$ cat config.mk
export PLATFORM = sky130hd
export DESIGN_NAME = cko_divider
export DESIGN_NICKNAME = d
export VERILOG_FILES = /design/src/rtl/cko_pkg.sv /design/src/rtl/cko_regfile.sv /design/src/rtl/cko_prescaler.sv /design/src/rtl/cko_glitchless.sv /design/src/rtl/cko_divider.sv
export SDC_FILE = /design/constraint.sdc
export NUM_CORES = 1
export LEC_CHECK = 0
export BUFFER_PORTS_ARGS = -buffer_cell sky130_fd_sc_hd__buf_2
export CAP_MARGIN = 20
export CORE_MARGIN = 2
export CORE_UTILIZATION = 45
export DETAILED_ROUTE_END_ITERATION = 7
export PLACE_DENSITY = 0.79
export SLEW_MARGIN = 20
export SYNTH_ARGS = -nofsm -noshare
export SYNTH_HDL_FRONTEND = slang
export SYNTH_SLANG_ARGS = --single-unit
$ cat constraint.sdc
create_clock -name clk -period 1.8 [get_ports clk]
set_input_delay 0.18 -clock clk [delete_from_list [all_inputs] [get_ports clk]]
set_output_delay 0.18 -clock clk [all_outputs]
set_load 0.05 [all_outputs]
$ cat src/rtl/cko_pkg.sv
package cko_pkg;
  localparam int unsigned CODE_W    = 2;
  localparam int unsigned NUM_RATES = 2 ** CODE_W;

  typedef struct packed {
    logic              off;
    logic [CODE_W-1:0] code;
  } cko_cfg_t;

  localparam cko_cfg_t CFG_RESET = '{off: 1'b1, code: '0};
endpackage

$ cat src/rtl/cko_regfile.sv
module cko_regfile
  import cko_pkg::*;
#(
  parameter int unsigned ADDR_W   = 8,
  parameter int unsigned DATA_W   = 8,
  parameter logic [ADDR_W-1:0] REG_ADDR = 'h0D
) (
  input  logic              clk,
  input  logic              rst_n,
  input  logic              we,
  input  logic [ADDR_W-1:0] addr,
  input  logic [DATA_W-1:0] wdata,
  output logic [DATA_W-1:0] rdata,
  output cko_cfg_t          cfg_q
);
  localparam int unsigned PAD_W = DATA_W - 1 - CODE_W;

  logic hit;
  assign hit = (addr == REG_ADDR);

  always_ff @(posedge clk or negedge rst_n) begin
    if (!rst_n) begin
      cfg_q <= CFG_RESET;
    end else if (we && hit) begin
      cfg_q.off  <= wdata[DATA_W-1];
      cfg_q.code <= wdata[CODE_W-1:0];
    end
  end

  always_comb begin
    rdata = '0;
    if (hit) rdata = {cfg_q.off, {PAD_W{1'b0}}, cfg_q.code};
  end
endmodule

$ cat src/rtl/cko_prescaler.sv
module cko_prescaler
  import cko_pkg::*;
#(
  parameter int unsigned TAP_STEP = 5,
  localparam int unsigned CNT_W   = (NUM_RATES - 1) * TAP_STEP + 1
) (
  input  logic                 clk,
  input  logic                 rst_n,
  input  logic                 tick,
  output logic [NUM_RATES-1:0] tap_q,
  output logic [NUM_RATES-1:0] tap_nx
);
  logic [CNT_W-1:0] cnt_q;
  logic [CNT_W-1:0] cnt_nx;

  assign cnt_nx = cnt_q + 1'b1;

  always_ff @(posedge clk or negedge rst_n) begin
    if (!rst_n)    cnt_q <= '0;
    else if (tick) cnt_q <= cnt_nx;
  end

  for (genvar g = 0; g < NUM_RATES; g++) begin : g_tap
    assign tap_q[g]  = cnt_q[g*TAP_STEP];
    assign tap_nx[g] = cnt_nx[g*TAP_STEP];
  end
endmodule

$ cat src/rtl/cko_glitchless.sv
module cko_glitchless
  import cko_pkg::*;
(
  input  logic                 clk,
  input  logic                 rst_n,
  input  logic                 tick,
  input  logic [NUM_RATES-1:0] tap_q,
  input  logic [NUM_RATES-1:0] tap_nx,
  input  cko_cfg_t             req_cfg,
  output cko_cfg_t             act_cfg,
  output logic                 out_q
);
  logic sel_now;
  logic sel_next;
  logic out_d;

  assign sel_now  = tap_q[act_cfg.code];
  assign sel_next = tap_nx[act_cfg.code];
  // Rising needs a true tap rise; falling follows the tap at once.
  assign out_d    = !act_cfg.off && sel_next && (out_q || !sel_now);

  always_ff @(posedge clk or negedge rst_n) begin
    if (!rst_n) begin
      act_cfg <= CFG_RESET;
      out_q   <= 1'b0;
    end else begin
      if (!out_q && !tick) act_cfg <= req_cfg;
      if (tick)            out_q   <= out_d;
    end
  end
endmodule

$ cat src/rtl/cko_divider.sv
module cko_divider
  import cko_pkg::*;
#(
  parameter int unsigned ADDR_W   = 8,
  parameter int unsigned DATA_W   = 8,
  parameter logic [ADDR_W-1:0] REG_ADDR = 'h0D,
  parameter int unsigned TAP_STEP = 5
) (
  input  logic              clk,
  input  logic              rst_n,
  input  logic              ref_tick,
  input  logic              reg_we,
  input  logic [ADDR_W-1:0] reg_addr,
  input  logic [DATA_W-1:0] reg_wdata,
  output logic [DATA_W-1:0] reg_rdata,
  output logic              clk_out
);
  cko_cfg_t             req_cfg;
  cko_cfg_t             act_cfg;
  logic [NUM_RATES-1:0] tap_q;
  logic [NUM_RATES-1:0] tap_nx;
  logic [CODE_W-1:0]    act_code;
  logic                 act_dis;

  assign act_code = act_cfg.code;
  assign act_dis  = act_cfg.off;

  cko_regfile #(.ADDR_W(ADDR_W), .DATA_W(DATA_W), .REG_ADDR(REG_ADDR)) u_regs (
    .clk(clk), .rst_n(rst_n), .we(reg_we), .addr(reg_addr),
    .wdata(reg_wdata), .rdata(reg_rdata), .cfg_q(req_cfg)
  );

  cko_prescaler #(.TAP_STEP(TAP_STEP)) u_presc (
    .clk(clk), .rst_n(rst_n), .tick(ref_tick), .tap_q(tap_q), .tap_nx(tap_nx)
  );

  cko_glitchless u_sel (
    .clk(clk), .rst_n(rst_n), .tick(ref_tick), .tap_q(tap_q), .tap_nx(tap_nx),
    .req_cfg(req_cfg), .act_cfg(act_cfg), .out_q(clk_out)
  );
endmodule

==> flow_summary.yaml <==
final_layout:
  area_delta_synth_final_pct: 15.5
  final_cell_mix: "21 x dfrtp_1, 18 x buf_2, 11 x nand2_1, 8 x xnor2_1"
  drive_gt1_frac: 0.281
  fin_nets: 157
  fillers: 234
  mostFrequentLayoutCell: "dfrtp_1"
  antennaDiodeCount: 0
cts:
  cts_tree: "yes"
  clk_latency_ps: 300
  clk_pin_slew_worst_paths_ps: 120
  htreeDepth: 1
  numCtsBuffers: 3
  cts_root_buf: "clkbuf_4"
  clock-sinks: 23
  cts_max_path_buffers: 2
sta:
  hold_violations: 0
  grt_setup_unrepaired: "no"
  slew_violations: 0
  fmax_ghz: 0.577
  finalCritPeriodShare: 0.962
  clock_skew_ps: 4.19
  fin_crit_ps: 1730
  tns_ps: 0
  setup_violations: 0
drt:
  dr.pass1.iters: 4
  drtIter0Drc: 20
  post_drt_wl_per_cell_um: 13.5
  routed-via-count: 895
  vias_per_cell: 5.42
  drc: 0
  wirelength_mm: 2.22
  ant_nets: 0
logic_synthesis:
  syn_inst: 109
  ys_ff_latch: 23
  yosysSeqAreaShare: 0.490
  mappedNetlistArea_um2: 1180
  synth_warnings: 0
  syn_area_per_cell_um2: 10.8
  yosysUniqueCellTypes: 31
placed_design:
  gp_congestion: 0.782
  portBuffers: 18
  dp_hpwl_mm: 1.71
power:
  power_mw: 1.47
  power_density_nw_per_um2: 1080
  p_leak_nw: 0.654
  peakVddDrop_mv: 0.919
setup_path:
  cpLargestDelayFamily: "simple AND/OR/NAND/NOR gates"
  endpoint_kind: "flop"
  cp-start-kind: "flop"
  rr_worst_depth: 4
  worst-endpoint-required_ps: 2010
  worstPathArrival_ps: 1940
  crit_path_max_fanout: 4
  reg2reg_to: "u_sel.out_q"
  crit_type: "flop to flop"
  rr_startpoint: "u_presc.cnt_q[4]"
  rrSetupSlack_ps: 70
  critPathBufInv: 0
  cp_slowest_cell: "dfrtp_1"
  path_cells: "nand2_1 -> or3_2 -> a41o_1 -> o41ai_2"
  max_stage_delay_ps: 470
grt:
  grt_usage: 0.161
  grt-ovfl-total: 0
  grt_pass1_vias: 929
  grt_first_pass_wirelength_mm: 4.01
  antenna_found_initial: 0
  grt_max_degree: 24
floorplanning:
  start_util: 0.476
  die_w_um: 55.2
  die_height_um: 55.2
  rows: 18
  boundaryPins: 29
  core_um2: 2480
  die_area_um2: 3050
flow_run:
  maxCapViolCount: 0
min_path:
  holdPathStages: 2
  min_to: "u_regs.cfg_q[0]"
  hold_path.class: "primary input to flop"
  hold_path.startpoint: "reg_wdata[0]"
status:
  status: "finished clean"
[logic make-up after synthesis]
| logic type | Yosys count | share of synthesized area |
|---|---|---|
| adder cells (fa/ha/maj) | 1 | 0.0106 |
| multiplexers | 7 | 0.0785 |
| other | 1 | 0.00318 |
| XOR/XNOR | 15 | 0.111 |
| AND/OR/NAND/NOR | 44 | 0.205 |
| flip-flops | 23 | 0.490 |
| AO/OA/AOI/OAI | 8 | 0.0541 |
| buffers and inverters | 10 | 0.0477 |
[layer usage]
metal / vias up / part of all wire / GRT usage
li1: 424 / - / -
met1: 437 / 0.44 / 0.201
met2: 32 / 0.51 / 0.298
met3: 2 / 0.045 / 0.0211
met4: 0 / 0.0036 / 0.0314
met5: - / 0 / 0
[metrics by stage]
step	hold WS [ps]	worst slack, ps	instances	util	cell area, µm²
6_report	101	67.6	165	0.550	1360
5_1_grt	104	13.8	165	0.550	1360
4_1_cts	96.9	10.1	165	0.547	1360
2_1_floorplan	-116	98.8	113	-	1190
3_3_place_gp	168	77.0	160	0.532	1320
3_5_place_dp	180	40.2	160	0.532	1320
[Yosys cell counts]
| library cell | n | area (µm²) |
|---|---|---|
| buf_4 | 5 | 37.5 |
| nand4_1 | 4 | 25.0 |
| xnor2_1 | 8 | 70.1 |
| o31ai_1 | 1 | 7.51 |
| nand4b_1 | 1 | 8.76 |
| nand2_1 | 11 | 41.3 |
| nand2b_1 | 1 | 6.26 |
| o21ai_0 | 3 | 15.0 |
| inv_1 | 4 | 15.0 |
| mux2i_1 | 1 | 10.0 |
| or3_2 | 1 | 7.51 |
| a41o_1 | 2 | 20.0 |
| and2_1 | 3 | 18.8 |
| mux4_1 | 1 | 26.3 |
| mux2_2 | 5 | 56.3 |
| clkbuf_1 | 1 | 3.75 |
| nand4_4 | 1 | 21.3 |
| o41ai_2 | 1 | 16.3 |
| conb_1 | 1 | 3.75 |
| ha_1 | 1 | 12.5 |
| a21oi_1 | 1 | 5.00 |
| nor3_1 | 2 | 10.0 |
| nand3_1 | 6 | 30.0 |
| nor4_1 | 2 | 12.5 |
| or3_1 | 1 | 6.26 |
| nor2_1 | 7 | 26.3 |
| xor2_1 | 7 | 61.3 |
| dfstp_2 | 2 | 52.6 |
| or4_1 | 2 | 15.0 |
| dfrtp_1 | 21 | 526 |
| and3_1 | 2 | 12.5 |
[state kept, by name, summed over array words and instances, names as in the netlist]
register	flops
u_presc.cnt_q	16
u_regs.cfg_q	3
u_sel.act_cfg	3
u_sel.out_q	1
[worst max-delay path by stage]
stage	start	to	slack [ps]	cells after the start
2_1_floorplan	u_presc.cnt_q[5]	u_sel.out_q	100	4
3_3_place_gp	u_presc.cnt_q[3]	u_sel.out_q	80	4
3_5_place_dp	u_presc.cnt_q[3]	u_sel.out_q	40	4
4_1_cts	u_presc.cnt_q[4]	u_sel.out_q	10	4
5_1_grt	u_presc.cnt_q[0]	u_sel.out_q	10	5
6_report	u_presc.cnt_q[4]	u_sel.out_q	70	4
[layout make-up]
type / count / area [µm²] / share of cell area
clock buffer: 4 / 26.3 / 0.0193
inverter: 4 / 15.0 / 0.0110
tap: 30 / 37.5 / 0.0275
multi-input combinational: 80 / 568 / 0.417
sequential: 23 / 578 / 0.424
timing repair buffer: 24 / 138 / 0.101
[what timing repair did]
action | 4_1_cts | 5_1_grt
hold buffers | 1 | 0
setup endpoints to repair | 0 | 1
hold endpoints to repair | 21 | 0
buffers inserted | 0 | 0
resized for setup | 0 | 2
[power by group]
part	total (mW)	internal [mW]	switching, mW
Clock	0.233	0.0864	0.147
Combinational	0.492	0.232	0.261
Sequential	0.745	0.619	0.126
Total	1.47	0.937	0.533
No activity file was read; power rests on OpenSTA's default activity.
